--- config.mk ---
export PLATFORM = sky130hd
export DESIGN_NAME = tpm_cmd_sender
export DESIGN_NICKNAME = d
export VERILOG_FILES = /design/src/rtl/tpm_cmd_sender.sv
export SDC_FILE = /design/constraint.sdc
export NUM_CORES = 1
export LEC_CHECK = 0
export ABC_AREA = 1
export ABC_CLOCK_PERIOD_IN_PS = 2990
export BUFFER_PORTS_ARGS = -buffer_cell sky130_fd_sc_hd__buf_2
export CAP_MARGIN = 40
export CORE_MARGIN = 10
export CORE_UTILIZATION = 50
export CTS_BUF_LIST = sky130_fd_sc_hd__clkbuf_4 sky130_fd_sc_hd__clkbuf_8
export DETAILED_ROUTE_END_ITERATION = 10
export PLACE_DENSITY = 0.75
export SKIP_LAST_GASP = 1
export SLEW_MARGIN = 20
export SYNTH_ARGS = -nofsm -noshare
export SYNTH_HDL_FRONTEND = slang
export SYNTH_SLANG_ARGS = --single-unit
--- constraint.sdc ---
create_clock -name clk -period 2.99 [get_ports clk]
set_input_delay 0.299 -clock clk [delete_from_list [all_inputs] [get_ports clk]]
set_output_delay 0.299 -clock clk [all_outputs]
set_load 0.005 [all_outputs]
--- src/rtl/tpm_cmd_sender.sv ---
module tpm_cmd_sender #(
  parameter int ADDR_W      = 12,
  parameter int LEN_W       = 16,
  parameter int TICK_CYCLES = 100,
  parameter int MAX_POLLS   = 1000000,
  parameter logic [ADDR_W-1:0] STS_ADDR  = 12'h018,
  parameter logic [ADDR_W-1:0] FIFO_ADDR = 12'h024
) (
  input  logic              clk,
  input  logic              rst_n,
  input  logic              start,
  input  logic [LEN_W-1:0]  cmd_len,
  input  logic [7:0]        in_data,
  input  logic              in_valid,
  output logic              in_ready,
  output logic [ADDR_W-1:0] bus_addr,
  output logic              bus_wr,
  output logic              bus_rd,
  output logic [31:0]       bus_wdata,
  input  logic [31:0]       bus_rdata,
  input  logic              bus_ready,
  output logic              busy,
  output logic              done,
  output logic [1:0]        result
);
  localparam int TW = $clog2(TICK_CYCLES + 1);
  localparam int PW = $clog2(MAX_POLLS + 1);
  localparam int CW = (LEN_W > 16) ? LEN_W : 16;
  localparam logic [1:0] RES_OK = 2'd0, RES_TMO = 2'd1, RES_PROTO = 2'd2;

  typedef enum logic [2:0] {S_IDLE, S_RD, S_GAP, S_FETCH, S_WR, S_GO} st_t;
  typedef enum logic [1:0] {W_RDY, W_BURST, W_VALID, W_LAST} wk_t;

  st_t            st;
  wk_t            wk;
  logic [LEN_W-1:0] rem;
  logic [CW-1:0]  cnt;
  logic [TW-1:0]  gap;
  logic [PW-1:0]  polls;
  logic           last;
  logic           met;

  wire [15:0]   bc     = bus_rdata[23:8];
  wire [CW-1:0] bc_x   = CW'(bc);
  wire [CW-1:0] rem_m1 = CW'(rem) - CW'(1);
  wire [CW-1:0] chunk  = (bc_x < rem_m1) ? bc_x : rem_m1;

  assign in_ready = (st == S_FETCH);
  assign busy     = (st != S_IDLE);

  always_comb begin
    case (wk)
      W_RDY:   met = bus_rdata[6];
      W_BURST: met = (bc != 16'd0);
      default: met = bus_rdata[7];
    endcase
  end

  always_ff @(posedge clk or negedge rst_n) begin
    if (!rst_n) begin
      st <= S_IDLE; wk <= W_RDY; rem <= '0; cnt <= '0; gap <= '0; polls <= '0;
      last <= 1'b0; bus_addr <= '0; bus_rd <= 1'b0; bus_wr <= 1'b0;
      bus_wdata <= '0; done <= 1'b0; result <= RES_OK;
    end else begin
      done <= 1'b0;
      case (st)
        S_IDLE: if (start) begin
          result <= RES_OK;
          if (cmd_len == '0) begin
            done <= 1'b1; result <= RES_PROTO;
          end else begin
            rem <= cmd_len; last <= 1'b0; wk <= W_RDY; polls <= '0;
            bus_rd <= 1'b1; bus_addr <= STS_ADDR; st <= S_RD;
          end
        end
        S_GAP: begin
          if (gap == '0) begin
            bus_rd <= 1'b1; bus_addr <= STS_ADDR; st <= S_RD;
          end else gap <= gap - TW'(1);
        end
        S_RD: if (bus_ready) begin
          bus_rd <= 1'b0;
          if (!met) begin
            if (polls == PW'(MAX_POLLS - 1)) begin
              done <= 1'b1; result <= RES_TMO; st <= S_IDLE;
            end else begin
              polls <= polls + PW'(1); gap <= TW'(TICK_CYCLES - 1); st <= S_GAP;
            end
          end else if (wk == W_LAST) begin
            if (bus_rdata[3]) begin
              done <= 1'b1; result <= RES_PROTO; st <= S_IDLE;
            end else begin
              bus_wr <= 1'b1; bus_addr <= STS_ADDR; bus_wdata <= 32'h20; st <= S_GO;
            end
          end else if (wk == W_VALID && !bus_rdata[3]) begin
            done <= 1'b1; result <= RES_PROTO; st <= S_IDLE;
          end else if (wk != W_BURST && bc == 16'd0) begin
            wk <= W_BURST; polls <= '0; gap <= TW'(TICK_CYCLES - 1); st <= S_GAP;
          end else if (wk == W_VALID && rem == LEN_W'(1)) begin
            last <= 1'b1; st <= S_FETCH;
          end else if (chunk == '0) begin
            wk <= W_VALID; polls <= '0; bus_rd <= 1'b1; bus_addr <= STS_ADDR; st <= S_RD;
          end else begin
            cnt <= chunk; st <= S_FETCH;
          end
        end
        S_FETCH: if (in_valid) begin
          bus_wr <= 1'b1; bus_addr <= FIFO_ADDR; bus_wdata <= {24'h0, in_data}; st <= S_WR;
        end
        S_WR: if (bus_ready) begin
          bus_wr <= 1'b0;
          rem <= rem - LEN_W'(1);
          if (last || cnt == CW'(1)) begin
            wk <= last ? W_LAST : W_VALID; polls <= '0;
            bus_rd <= 1'b1; bus_addr <= STS_ADDR; st <= S_RD;
          end else begin
            cnt <= cnt - CW'(1); st <= S_FETCH;
          end
        end
        S_GO: if (bus_ready) begin
          bus_wr <= 1'b0; done <= 1'b1; result <= RES_OK; st <= S_IDLE;
        end
        default: st <= S_IDLE;
      endcase
    end
  end
endmodule

==> impl_metrics.ini <==
[outcome]
outcome = complete, but fails checks
violations_in_the_final_reports = negative setup slack

[routing]
route.detailed.wl_per_inst_um = 15.0
drtAntennaViolNets = 0
drt_pass1_iterations = 7
route.detailed.vias_per_inst = 5.26
routed-via-count = 6648
routed_wirelength_um = 19000
detail_route.drc_violations = 0
first_iter_violations = 467

[power]
power.net_switching_mw = 4.00
pwr-share-comb_pct = 68.3
power.switching_fraction_pct = 46.2
p_int_mw = 4.66
clock_power_share_pct = 11.0
ir_drop_mv = 0.644
power.share.sequential_pct = 20.6
power_density_nw_per_um2 = 1030
cellLeakagePower_nw = 4.08

[setup_path]
worst_path_largest_cell_delay_ns = 0.39
crit_buf_inv = 5
crit_arrival_ns = 3.85
path_cells = inv_2, nand3_4, nor2_8, buf_4, nand4_1, xor2_1, ha_1, nand4_1, nor3_2, nand2_4, nand2_8, buf_12, nand2_4, nand2_4, nand2_2, nor2_2, nand2_2, nor2_8, buf_12, nand2_8, buf_6, o211ai_1, a21oi_1
data_required_critical_path_ns = 3.27
critical_path.slowest_cell = sky130_fd_sc_hd__dfrtp_1
crit_path_frequent_cell = sky130_fd_sc_hd__nand2_4
cp-start-kind = register
cp_top_family = simple AND/OR/NAND/NOR gates
critical_path_peak_fanout = 6
critical_path_class = register to register
timing.critical_path.to_type = register

[yosys]
synthTopCellsByArea = sky130_fd_sc_hd__dfrtp_1 (31%), sky130_fd_sc_hd__nand2_1 (11%), sky130_fd_sc_hd__inv_1 (5.8%)
mappedNetlistArea_um2 = 6440
yosysTopAreaCell = sky130_fd_sc_hd__dfrtp_1
ys_types = 50
syn-mean-instance-area_um2 = 7.08
yosys-mux-area-fraction_pct = 0
synth-adder-area-share_pct = 4.27
post-synth-top-area-fraction_pct = 31.1
count_leader_synth = sky130_fd_sc_hd__nand2_1
synth_top_family_by_area = simple AND/OR/NAND/NOR gates
synthXorXnorAreaFrac_pct = 4.47
synth_compound_gate_area_share_pct = 13.6
synth_simple_gate_area_share_pct = 33.9
netlist_instances = 910
yosys_register_bits = 80
synth_sequential_area_ratio_pct = 31.1
yosys_warnings = 0
synth_enable_flop_cells = 0
synthArstFlopShare_pct = 100
netlist_top_cells_count = sky130_fd_sc_hd__nand2_1 (194), sky130_fd_sc_hd__inv_1 (99), sky130_fd_sc_hd__nor2_1 (91)
ys_dominant_reg_cell = sky130_fd_sc_hd__dfrtp_1

[sta]
rsz0062_at_grt = true
report.final.setup_viol = 42
achievable-frequency_mhz = 280
finalCritPeriodShare_pct = 119
final.setup.worst_slack_ns = -0.580
skew_ns = 0.0129
setup-tns-final_ns = -22.17
timing.final.hold_violations = 0
slew_viols_final = 0
fin_crit_ns = 3.57
worst_slew_margin_rel_pct = 40.8
max_slew.worst_pin.slew_ns = 0.887

[floorplanning]
num_io_pins = 112
initial_core_util_pct = 51.0
die_x_um = 133
std_cell_rows = 41
core_area_um2 = 12600
die_height_um = 133
dieArea_um2 = 17800

[grt]
grt_start_max_net_pins = 51
vias_in_the_first_global_route = 6448
grt_antenna_before_repair = 0
grt_first_pass_wirelength_um = 30600
overflow = 0
grt_use_total_pct = 20.5

[placement]
place_ws_ns = -0.386
place.port_buffers = 66
place_congestion = 0.919
detailedPlacementHpwl_um = 13200

[finish]
final_net_count = 1171
ant_diodes = 0
syn2layout_area_growth_pct = 30.5
post_route_cells_drive_above_1_share_pct = 32.0

[clock_network]
ctsLongestPathBuffers = 2
insertion_delay_ns = 0.39
tritoncts = done
clkSlewWorstSetupHoldPaths_ns = 0.09
numClockSinks = 80
cts_max_level = 3
numCtsBuffers = 9
cts_root_buf = sky130_fd_sc_hd__clkbuf_8

[worst_hold_path]
min_path_type = primary input to register

[run]
max-cap-violations = 0
[final timing paths]
check / depth (start not counted) / slack, ns / startpoint / endpoint
setup / recovery: 23 / -0.58 / rem[0] / cnt[13]
setup reg to reg: 23 / -0.58 / rem[0] / cnt[13]
hold reg to reg: 2 / 0.49 / bus_wdata[4] / bus_wdata[4]
min in group asynchronous: 2 / 0.48 / rst_n / rem[1]
max in group asynchronous: 3 / 1.88 / rst_n / cnt[8]
hold / removal: 3 / 0.16 / in_data[4] / bus_wdata[4]
[layout by cell type (no fill, tap or decap), types with 13 or more instances in the layout]
cell type	instances
sky130_fd_sc_hd__o211ai_1	13
sky130_fd_sc_hd__nor3_1	19
sky130_fd_sc_hd__xor2_1	25
sky130_fd_sc_hd__nand2_4	17
sky130_fd_sc_hd__inv_1	95
sky130_fd_sc_hd__a21oi_1	27
sky130_fd_sc_hd__nor2_1	81
sky130_fd_sc_hd__o21ai_0	55
sky130_fd_sc_hd__nand2_2	35
sky130_fd_sc_hd__ha_1	18
sky130_fd_sc_hd__o21ai_2	20
sky130_fd_sc_hd__dfrtp_1	80
sky130_fd_sc_hd__buf_2	65
sky130_fd_sc_hd__nor2_2	13
sky130_fd_sc_hd__conb_1	32
sky130_fd_sc_hd__nand2_1	166
sky130_fd_sc_hd__buf_4	112
sky130_fd_sc_hd__nand3_2	13
sky130_fd_sc_hd__nand4_1	19
sky130_fd_sc_hd__nand3_1	61
[timing repair]
item	CTS	global route
cloned	4	1
endpoints found under the setup margin	42	42
endpoints found under the hold margin	45	0
resized for setup	55	35
pin swaps	12	22
hold buffers	1	0
setup buffers	33	7
[kinds of logic (layout without fill, tap and decap cells)]
kind of cell,after synthesis,after routing
compound gates,148,148
other cells,1,32
simple gates,461,464
buf+inv,166,315
flops,80,80
fa+ha+maj,22,22
xor+xnor,32,32
[sequential cells by signal, indices dropped and copies added, names as in the netlist]
register	count
bus_addr	2
bus_rd	1
bus_wdata	8
bus_wr	1
cnt	16
done	1
gap	7
last	1
polls	20
rem	16
result	2
st	3
wk	2
[layer usage]
metal	routed length (um)	vias to the layer above	global-route usage (%)
li1	-	3280	-
met1	8130	3098	26.0
met2	9250	223	33.8
met3	1060	47	3.80
met4	512	0	7.68
met5	0	-	0
[power groups by stage]
stage	clock network (mW)	registers (mW)	logic, mW
after floorplan	0	1.74	2.93
after global placement	0	1.77	4.54
after detailed placement	0	1.78	4.62
after CTS	0.968	1.77	5.41
after global routing	1.01	1.84	6.48
final	0.955	1.79	5.92
[through the flow]
step / cell area [um2] / instances / util, % / power, mW / hold WS, ns
after floorplan: 6580 / 941 / - / 4.67 / 0.00341
after global placement: 7390 / 1203 / 58.6 / 6.32 / 0.358
after detailed placement: 7390 / 1203 / 58.6 / 6.39 / 0.360
after CTS: 8200 / 1257 / 65.0 / 8.14 / 0.156
after global routing: 8400 / 1265 / 66.6 / 9.33 / 0.170
final: 8400 / 1265 / 66.6 / 8.66 / 0.157
[worst min-delay path, delay by kind of cell]
| kind | cells | cell delay, ns |
|---|---|---|
| compound gates | 1 | 0.07 |
| buf+inv | 1 | 0.09 |
| simple gates | 1 | 0.05 |
[layout make-up]
cell class / count / area, um2
clock inverter: 6 / 97.6
tap: 172 / 215
timing repair buffer: 191 / 1410
multi-input combinational: 698 / 4140
clock buffer: 10 / 138
fill: 1036 / 4220
sequential: 80 / 2000
inverter: 108 / 405
No activity file was read; power rests on OpenSTA's default activity.
